`config.mk`:
```
export PLATFORM = sky130hd
export DESIGN_NAME = aeq_seq_ctrl
export DESIGN_NICKNAME = d
export VERILOG_FILES = /design/src/rtl/aeq_pkg.sv /design/src/rtl/aeq_mode_decode.sv /design/src/rtl/aeq_search_fsm.sv /design/src/rtl/aeq_lane_out.sv /design/src/rtl/aeq_seq_ctrl.sv
export SDC_FILE = /design/constraint.sdc
export NUM_CORES = 1
export LEC_CHECK = 0
export ABC_AREA = 1
export BUFFER_PORTS_ARGS = -buffer_cell sky130_fd_sc_hd__buf_2
export CORE_ASPECT_RATIO = 1.1
export CORE_MARGIN = 8
export CORE_UTILIZATION = 54
export CTS_CLUSTER_DIAMETER = 200
export DETAILED_ROUTE_END_ITERATION = 16
export GPL_TIMING_DRIVEN = 0
export PLACE_DENSITY_LB_ADDON = 0.05
export SYNTH_ARGS = -nofsm -noshare
export SYNTH_HDL_FRONTEND = slang
export SYNTH_SLANG_ARGS = --single-unit
```
`constraint.sdc`:
```
create_clock -name clk -period 3.5 [get_ports clk]
set_clock_uncertainty 0.15 [all_clocks]
set_input_delay 0.35 -clock clk [delete_from_list [all_inputs] [get_ports clk]]
set_output_delay 0.35 -clock clk [all_outputs]
set_load 0.01 [all_outputs]
```
`src/rtl/aeq_pkg.sv`:
```
package aeq_pkg;

    localparam int PAT_W = 4;
    localparam int FFE_W = 2;

    typedef enum logic [1:0] {
        LVL_LO = 2'b00,
        LVL_R  = 2'b01,
        LVL_F  = 2'b10,
        LVL_HI = 2'b11
    } lvl4_t;

    typedef enum logic [1:0] {
        ST_IDLE,
        ST_WAIT,
        ST_DWELL,
        ST_LOCK
    } seq_st_t;

    function automatic logic aeq_decode(lvl4_t mode, lvl4_t map, logic reg_en);
        logic en;
        case (mode)
            LVL_F:         en = reg_en;
            LVL_R, LVL_HI: en = (map == LVL_F) || (map == LVL_HI);
            default:       en = 1'b0;
        endcase
        return en;
    endfunction

    function automatic logic pattern_ok(logic [PAT_W-1:0] pat);
        return (pat >= PAT_W'(5)) && (pat <= PAT_W'(8));
    endfunction

endpackage

```
`src/rtl/aeq_mode_decode.sv`:
```
module aeq_mode_decode
    import aeq_pkg::*;
(
    input  logic [1:0] mode_lvl,
    input  logic [1:0] map_lvl,
    input  logic       cfg_aeq_en,
    input  logic       cfg_gate_en,
    output logic       aeq_en,
    output logic       gate_en,
    output logic       reg_ctrl
);
    lvl4_t mode_s;
    lvl4_t map_s;

    always_comb begin
        mode_s   = lvl4_t'(mode_lvl);
        map_s    = lvl4_t'(map_lvl);
        reg_ctrl = (mode_s == LVL_F);
        aeq_en   = aeq_decode(mode_s, map_s, cfg_aeq_en);
        gate_en  = reg_ctrl ? cfg_gate_en : 1'b1;
    end
endmodule

```
`src/rtl/aeq_search_fsm.sv`:
```
module aeq_search_fsm
    import aeq_pkg::*;
#(
    parameter int EQ_W    = 4,
    parameter int DWELL_W = 8,
    parameter int TMO_W   = 16
) (
    input  logic               clk,
    input  logic               rst,
    input  logic               aeq_en,
    input  logic               frl_active,
    input  logic               lt_start,
    input  logic               rate_change,
    input  logic [FFE_W-1:0]   ffe_level,
    input  logic [PAT_W-1:0]   lt_pattern,
    input  logic               ref_overeq,
    input  logic [DWELL_W-1:0] dwell_cycles,
    input  logic [TMO_W-1:0]   timeout_cycles,
    output logic [EQ_W-1:0]    fsm_code,
    output logic               fsm_idle,
    output logic               busy,
    output logic               done
);
    localparam logic [EQ_W-1:0] CODE_MAX = {EQ_W{1'b1}};

    seq_st_t            st_q;
    logic [EQ_W-1:0]    probe_q;
    logic [EQ_W-1:0]    best_q;
    logic [DWELL_W-1:0] dcnt_q;
    logic [TMO_W-1:0]   tcnt_q;

    logic               active;
    logic               restart;
    logic               pat_ok;
    logic               ffe0;
    logic [DWELL_W:0]   dcnt_nx;
    logic [TMO_W:0]     tcnt_nx;
    logic               dwell_end;
    logic               tmo_hit;

    always_comb begin
        active    = aeq_en && frl_active;
        restart   = active && (lt_start || rate_change);
        pat_ok    = pattern_ok(lt_pattern);
        ffe0      = (ffe_level == '0);
        dcnt_nx   = {1'b0, dcnt_q} + 1'b1;
        tcnt_nx   = {1'b0, tcnt_q} + 1'b1;
        dwell_end = dcnt_nx >= {1'b0, dwell_cycles};
        tmo_hit   = tcnt_nx >= {1'b0, timeout_cycles};
    end

    always_ff @(posedge clk) begin
        if (rst) begin
            st_q    <= ST_IDLE;
            probe_q <= '0;
            best_q  <= '0;
            dcnt_q  <= '0;
            tcnt_q  <= '0;
        end else if (restart) begin
            st_q    <= ST_WAIT;
            probe_q <= '0;
            best_q  <= '0;
            dcnt_q  <= '0;
            tcnt_q  <= '0;
        end else if (!active) begin
            st_q <= ST_IDLE;
        end else begin
            case (st_q)
                ST_WAIT: begin
                    if (tmo_hit) begin
                        st_q <= ST_LOCK;
                    end else begin
                        tcnt_q <= tcnt_nx[TMO_W-1:0];
                        if (ffe0 && pat_ok) begin
                            st_q   <= ST_DWELL;
                            dcnt_q <= '0;
                        end
                    end
                end
                ST_DWELL: begin
                    if (tmo_hit || !ffe0) begin
                        st_q <= ST_LOCK;
                    end else begin
                        tcnt_q <= tcnt_nx[TMO_W-1:0];
                        if (pat_ok) begin
                            if (dwell_end) begin
                                if (ref_overeq) begin
                                    st_q <= ST_LOCK;
                                end else begin
                                    best_q <= probe_q;
                                    if (probe_q == CODE_MAX) begin
                                        st_q <= ST_LOCK;
                                    end else begin
                                        probe_q <= probe_q + 1'b1;
                                        dcnt_q  <= '0;
                                    end
                                end
                            end else begin
                                dcnt_q <= dcnt_nx[DWELL_W-1:0];
                            end
                        end
                    end
                end
                default: st_q <= st_q;
            endcase
        end
    end

    always_comb begin
        fsm_idle = (st_q == ST_IDLE);
        busy     = (st_q == ST_WAIT) || (st_q == ST_DWELL);
        done     = (st_q == ST_LOCK);
        fsm_code = done ? best_q : probe_q;
    end
endmodule

```
`src/rtl/aeq_lane_out.sv`:
```
module aeq_lane_out #(
    parameter int EQ_W  = 4,
    parameter int LANES = 4
) (
    input  logic                  aeq_en,
    input  logic                  frl_active,
    input  logic                  gate_en,
    input  logic                  done,
    input  logic                  fsm_idle,
    input  logic [EQ_W-1:0]       fsm_code,
    input  logic [EQ_W-1:0]       static_code,
    output logic [LANES*EQ_W-1:0] lane_eq,
    output logic [EQ_W-1:0]       eq_code,
    output logic [LANES-1:0]      data_oe,
    output logic                  clk_oe
);
    logic gated;
    logic oe_on;

    always_comb begin
        eq_code = fsm_idle ? static_code : fsm_code;
        gated   = aeq_en && frl_active && gate_en;
        oe_on   = !gated || done;
        clk_oe  = oe_on;
    end

    for (genvar g = 0; g < LANES; g++) begin : g_lane
        assign lane_eq[g*EQ_W +: EQ_W] = eq_code;
        assign data_oe[g]              = oe_on;
    end
endmodule

```
`src/rtl/aeq_seq_ctrl.sv`:
```
module aeq_seq_ctrl
    import aeq_pkg::*;
#(
    parameter int EQ_W    = 4,
    parameter int LANES   = 4,
    parameter int DWELL_W = 8,
    parameter int TMO_W   = 16
) (
    input  logic                  clk,
    input  logic                  rst,
    input  logic [1:0]            mode_lvl,
    input  logic [1:0]            map_lvl,
    input  logic                  cfg_aeq_en,
    input  logic                  cfg_gate_en,
    input  logic [EQ_W-1:0]       cfg_eq_code,
    input  logic [1:0]            strap_eq,
    input  logic [DWELL_W-1:0]    dwell_cycles,
    input  logic [TMO_W-1:0]      timeout_cycles,
    input  logic                  frl_active,
    input  logic                  lt_start,
    input  logic                  rate_change,
    input  logic [1:0]            ffe_level,
    input  logic [3:0]            lt_pattern,
    input  logic                  ref_overeq,
    output logic [LANES*EQ_W-1:0] lane_eq,
    output logic [EQ_W-1:0]       eq_code,
    output logic [LANES-1:0]      data_oe,
    output logic                  clk_oe,
    output logic                  aeq_busy,
    output logic                  aeq_done
);
    logic            aeq_en;
    logic            gate_en;
    logic            reg_ctrl;
    logic            fsm_idle;
    logic [EQ_W-1:0] fsm_code;
    logic [EQ_W-1:0] static_code;

    aeq_mode_decode u_dec (
        .mode_lvl   (mode_lvl),
        .map_lvl    (map_lvl),
        .cfg_aeq_en (cfg_aeq_en),
        .cfg_gate_en(cfg_gate_en),
        .aeq_en     (aeq_en),
        .gate_en    (gate_en),
        .reg_ctrl   (reg_ctrl)
    );

    assign static_code = reg_ctrl ? cfg_eq_code : EQ_W'(strap_eq);

    aeq_search_fsm #(
        .EQ_W   (EQ_W),
        .DWELL_W(DWELL_W),
        .TMO_W  (TMO_W)
    ) u_fsm (
        .clk           (clk),
        .rst           (rst),
        .aeq_en        (aeq_en),
        .frl_active    (frl_active),
        .lt_start      (lt_start),
        .rate_change   (rate_change),
        .ffe_level     (ffe_level),
        .lt_pattern    (lt_pattern),
        .ref_overeq    (ref_overeq),
        .dwell_cycles  (dwell_cycles),
        .timeout_cycles(timeout_cycles),
        .fsm_code      (fsm_code),
        .fsm_idle      (fsm_idle),
        .busy          (aeq_busy),
        .done          (aeq_done)
    );

    aeq_lane_out #(
        .EQ_W (EQ_W),
        .LANES(LANES)
    ) u_out (
        .aeq_en     (aeq_en),
        .frl_active (frl_active),
        .gate_en    (gate_en),
        .done       (aeq_done),
        .fsm_idle   (fsm_idle),
        .fsm_code   (fsm_code),
        .static_code(static_code),
        .lane_eq    (lane_eq),
        .eq_code    (eq_code),
        .data_oe    (data_oe),
        .clk_oe     (clk_oe)
    );
endmodule

```
==> run_results.csv <==
group,metric,value,unit
layout,final_nets,627,
clock_tree,clk_pin_slew,0.07,ns
clock_tree,tritoncts,"built",
worst_setup_path,worstSetupEndpoint,"u_fsm.dcnt_q[0]",
worst_setup_path,worstSetupPathType,"flop to flop",
timing,finalSetupViolCount,0,
drt,routedWlPerCell,11.4,microns
drt,drt_iter0_drc,101,
timing,fmax,302,MHz
logic_synthesis,netlist.area_leader.share,22.7,%
timing,slew_headroom,63.2,%
power,p_total,0.000864,W
drt,final_antenna_net_count,0,
logic_synthesis,syn-cell-area,3000,sq um
worst_setup_path,reg2reg_depth,22,
power,p_leak,1.93,nW
placement,portBuffers,73,
timing,slew_viol_final,0,
layout,antenna_cells,0,
grt,grt_pass1_vias,2777,
floorplan,core,5360,sq um
min_path,hold_class,"input pin to flop",
layout,area_growth,23.3,%
layout,drive_gt1_share,28.9,%
power,sw_frac_of_total,27.6,%
logic_synthesis,synth_top_cells_by_count,"102 x nand2_1, 70 x inv_1, 62 x nor2_1",
clock_tree,cts_buffers,5,
clock_tree,max-clock-path-buffers,2,
logic_synthesis,synth_top_flop_cell,"dfxtp_1",
flow_run,cap_violations,0,
grt,global_route.usage.total,17.2,%
floorplan,pin_count,75,
power,p_seq_share,45.6,%
logic_synthesis,ys_ff_latch,34,
logic_synthesis,ys_types,33,
drt,wl,7070,microns
placement,dp_hpwl,5630,microns
logic_synthesis,syn-num-nets,539,
worst_setup_path,end_kind,"flop",
drt,vias,2933,
status,status,"finished, final reports clean",
clock_tree,insertion_delay,0.29,ns
grt,antenna_found_initial,0,
layout,fin_cells,622,
placement,placed_cells,608,
timing,hold_viol,0,
timing,setup_tns,0,ns
power,power_density,233,nW/um^2
drt,firstDrtPassIters,4,
worst_setup_path,crit_required,3.54,ns
floorplan,die_area,8200,sq um
logic_synthesis,synth_edf_count,0,
placement,place.gp.congestion,0.854,
logic_synthesis,async_flop_share,0,%
logic_synthesis,yosys-top-cells-area,"dfxtp_1 23%, ha_1 13%, nand2_1 13%",
layout,multi_input_area,1900,sq um
power,peakVddDrop,226,uV
min_path,hold_depth,4,
worst_setup_path,startpoint,"u_fsm.tcnt_q[0]",
clock_tree,ctsHtreeMaxLevel,2,
floorplan,die_y,94.2,microns
power,p_int,0.000625,W
power,pwr-share-comb,20.3,%
placement,preCtsSetupSlack,-0.121,ns
power,pwr-share-clk,34.1,%
worst_setup_path,r2r-start,"u_fsm.tcnt_q[0]",
timing,finalCriticalPeriod,3.31,ns
floorplan,initial_core_util,56.0,%
grt,grt_max_degree,11,
logic_synthesis,postSynthCellCount,460,
worst_setup_path,crit_path_start_kind,"flop",
layout,fill_cells,502,
worst_setup_path,r2r_slack,0.19,ns
logic_synthesis,synth-seq-area-share,22.7,%
timing,fin_ws,0.186,ns
grt,grt.overflow.total,0,
worst_setup_path,critPathMaxFanout,5,
drt,route.detailed.drc,0,
timing,period_share,94.7,%
worst_setup_path,arrival,3.35,ns
floorplan,row_count,28,
min_path,hold_start,"rst",
logic_synthesis,yosys.area.top_type,"dfxtp_1",
logic_synthesis,yosys.cell_count.top_type,"nand2_1",
drt,via_per_inst,4.72,
logic_synthesis,avgSynthCellArea,6.53,sq um
clock_tree,cts_root_buf,"clkbuf_8",
clock_tree,cts.sinks,34,
logic_synthesis,yosysWarnings,0,
timing,worst_pin_slew,0.550,ns
power,netSwitchingPower,0.000239,W
floorplan,fp.dieW,87.1,microns
grt,grt_pass1_wl,11600,microns
layout,regArea,688,sq um
worst_setup_path,r2r-end,"u_fsm.dcnt_q[0]",
## metal layers
metal,global-route usage (%),vias to the layer above,share of wire [%]
met4,5.89,0,1.2
met5,0,-,0
li1,-,1588,-
met3,4.99,8,7.6
met1,19.2,1272,44
met2,30.3,65,47
## cell type report
| class | count | share of cell area, % |
|---|---|---|
| buffer | 26 | 5.68 |
| timing repair buffer | 81 | 12.3 |
| sequential | 34 | 18.6 |
| inverter | 73 | 7.40 |
| multi-input combinational | 327 | 51.3 |
| clock buffer | 6 | 2.23 |
| tap | 75 | 2.54 |
## flip-flops by register name, indices dropped and copies added (netlist names)
name / count
u_fsm.best_q: 4
u_fsm.probe_q: 4
u_fsm.st_q: 2
u_fsm.dcnt_q: 8
u_fsm.tcnt_q: 16
## metrics by stage
step	util [%]	hold WS, ns	instance area [sq um]
final	69.0	0.158	3700
after detailed placement	64.6	0.319	3460
after floorplan	-	0.300	3000
after global placement	64.6	0.309	3460
after global routing	69.0	0.170	3700
after CTS	66.7	0.158	3580
## worst max-delay path: stages (launching register included)
cell     delay (ns)
dfxtp_4        0.37
ha_4           0.14
nand2_2        0.07
nor2_4         0.16
nand4_1        0.17
nor3_2         0.20
nand2_1        0.09
xor2_1         0.13
inv_1          0.07
ha_1           0.28
nand2_1        0.07
nand2_1        0.07
a21oi_2        0.13
o21ai_1        0.09
a21oi_2        0.19
nand3_2        0.14
nand2_2        0.10
nand3_4        0.12
nor2_8         0.17
buf_12         0.13
nand2_1        0.06
nand2_2        0.07
nor2_2         0.03
## worst min path at each step
stage                       to  slack [ns]
3_5_place_dp   u_fsm.best_q[2]        0.32
5_1_grt          u_fsm.st_q[0]        0.17
6_report         u_fsm.st_q[0]        0.16
4_1_cts          u_fsm.st_q[0]        0.16
3_3_place_gp   u_fsm.best_q[0]        0.31
2_1_floorplan  u_fsm.best_q[0]        0.30
## power by group through the flow
| stage | Combinational, W | Sequential [W] | Clock [W] |
|---|---|---|---|
| after floorplan | 0.000111 | 0.000403 | 0 |
| after global routing | 0.000200 | 0.000394 | 0.000313 |
| after detailed placement | 0.000173 | 0.000404 | 0 |
| final | 0.000176 | 0.000394 | 0.000295 |
| after CTS | 0.000175 | 0.000395 | 0.000299 |
| after global placement | 0.000168 | 0.000403 | 0 |
## logic make-up after synthesis
group,count (synthesis),share of synthesized area [%]
fa+ha+maj,31,12.9
xor+xnor,20,5.84
simple gates,219,32.6
flops,34,22.7
compound gates,57,10.1
buf+inv,99,15.8
## timing repair
| item | in CTS | in global routing |
|---|---|---|
| setup buffers | 2 | 5 |
| pin swaps | 4 | 7 |
| gates resized for setup | 3 | 19 |
| setup endpoints to repair | 25 | 34 |
| gates cloned | 0 | 1 |
| hold buffers | 0 | 0 |
## placed cells by master (no fill, tap or decap), types with 2 or more instances in the layout
master and instances:
nand2_1 100, buf_2 75, inv_1 70, nor2_1 61
dfxtp_1 32, ha_1 30, o21ai_0 27, buf_4 27
nor2_2 18, nand3_1 17, a21oi_1 17, xor2_1 14
nand2_2 9, clkbuf_8 6, xnor2_1 5, o21ai_1 4
nor3_2 3, a21oi_2 3, inv_2 2, nand3_2 2
nor2_4 2, nand4_1 2, nand3b_1 2, o22ai_1 2
buf_6 2, buf_12 2, dfxtp_4 2
Note: power is estimated with default switching activity, not from simulation.
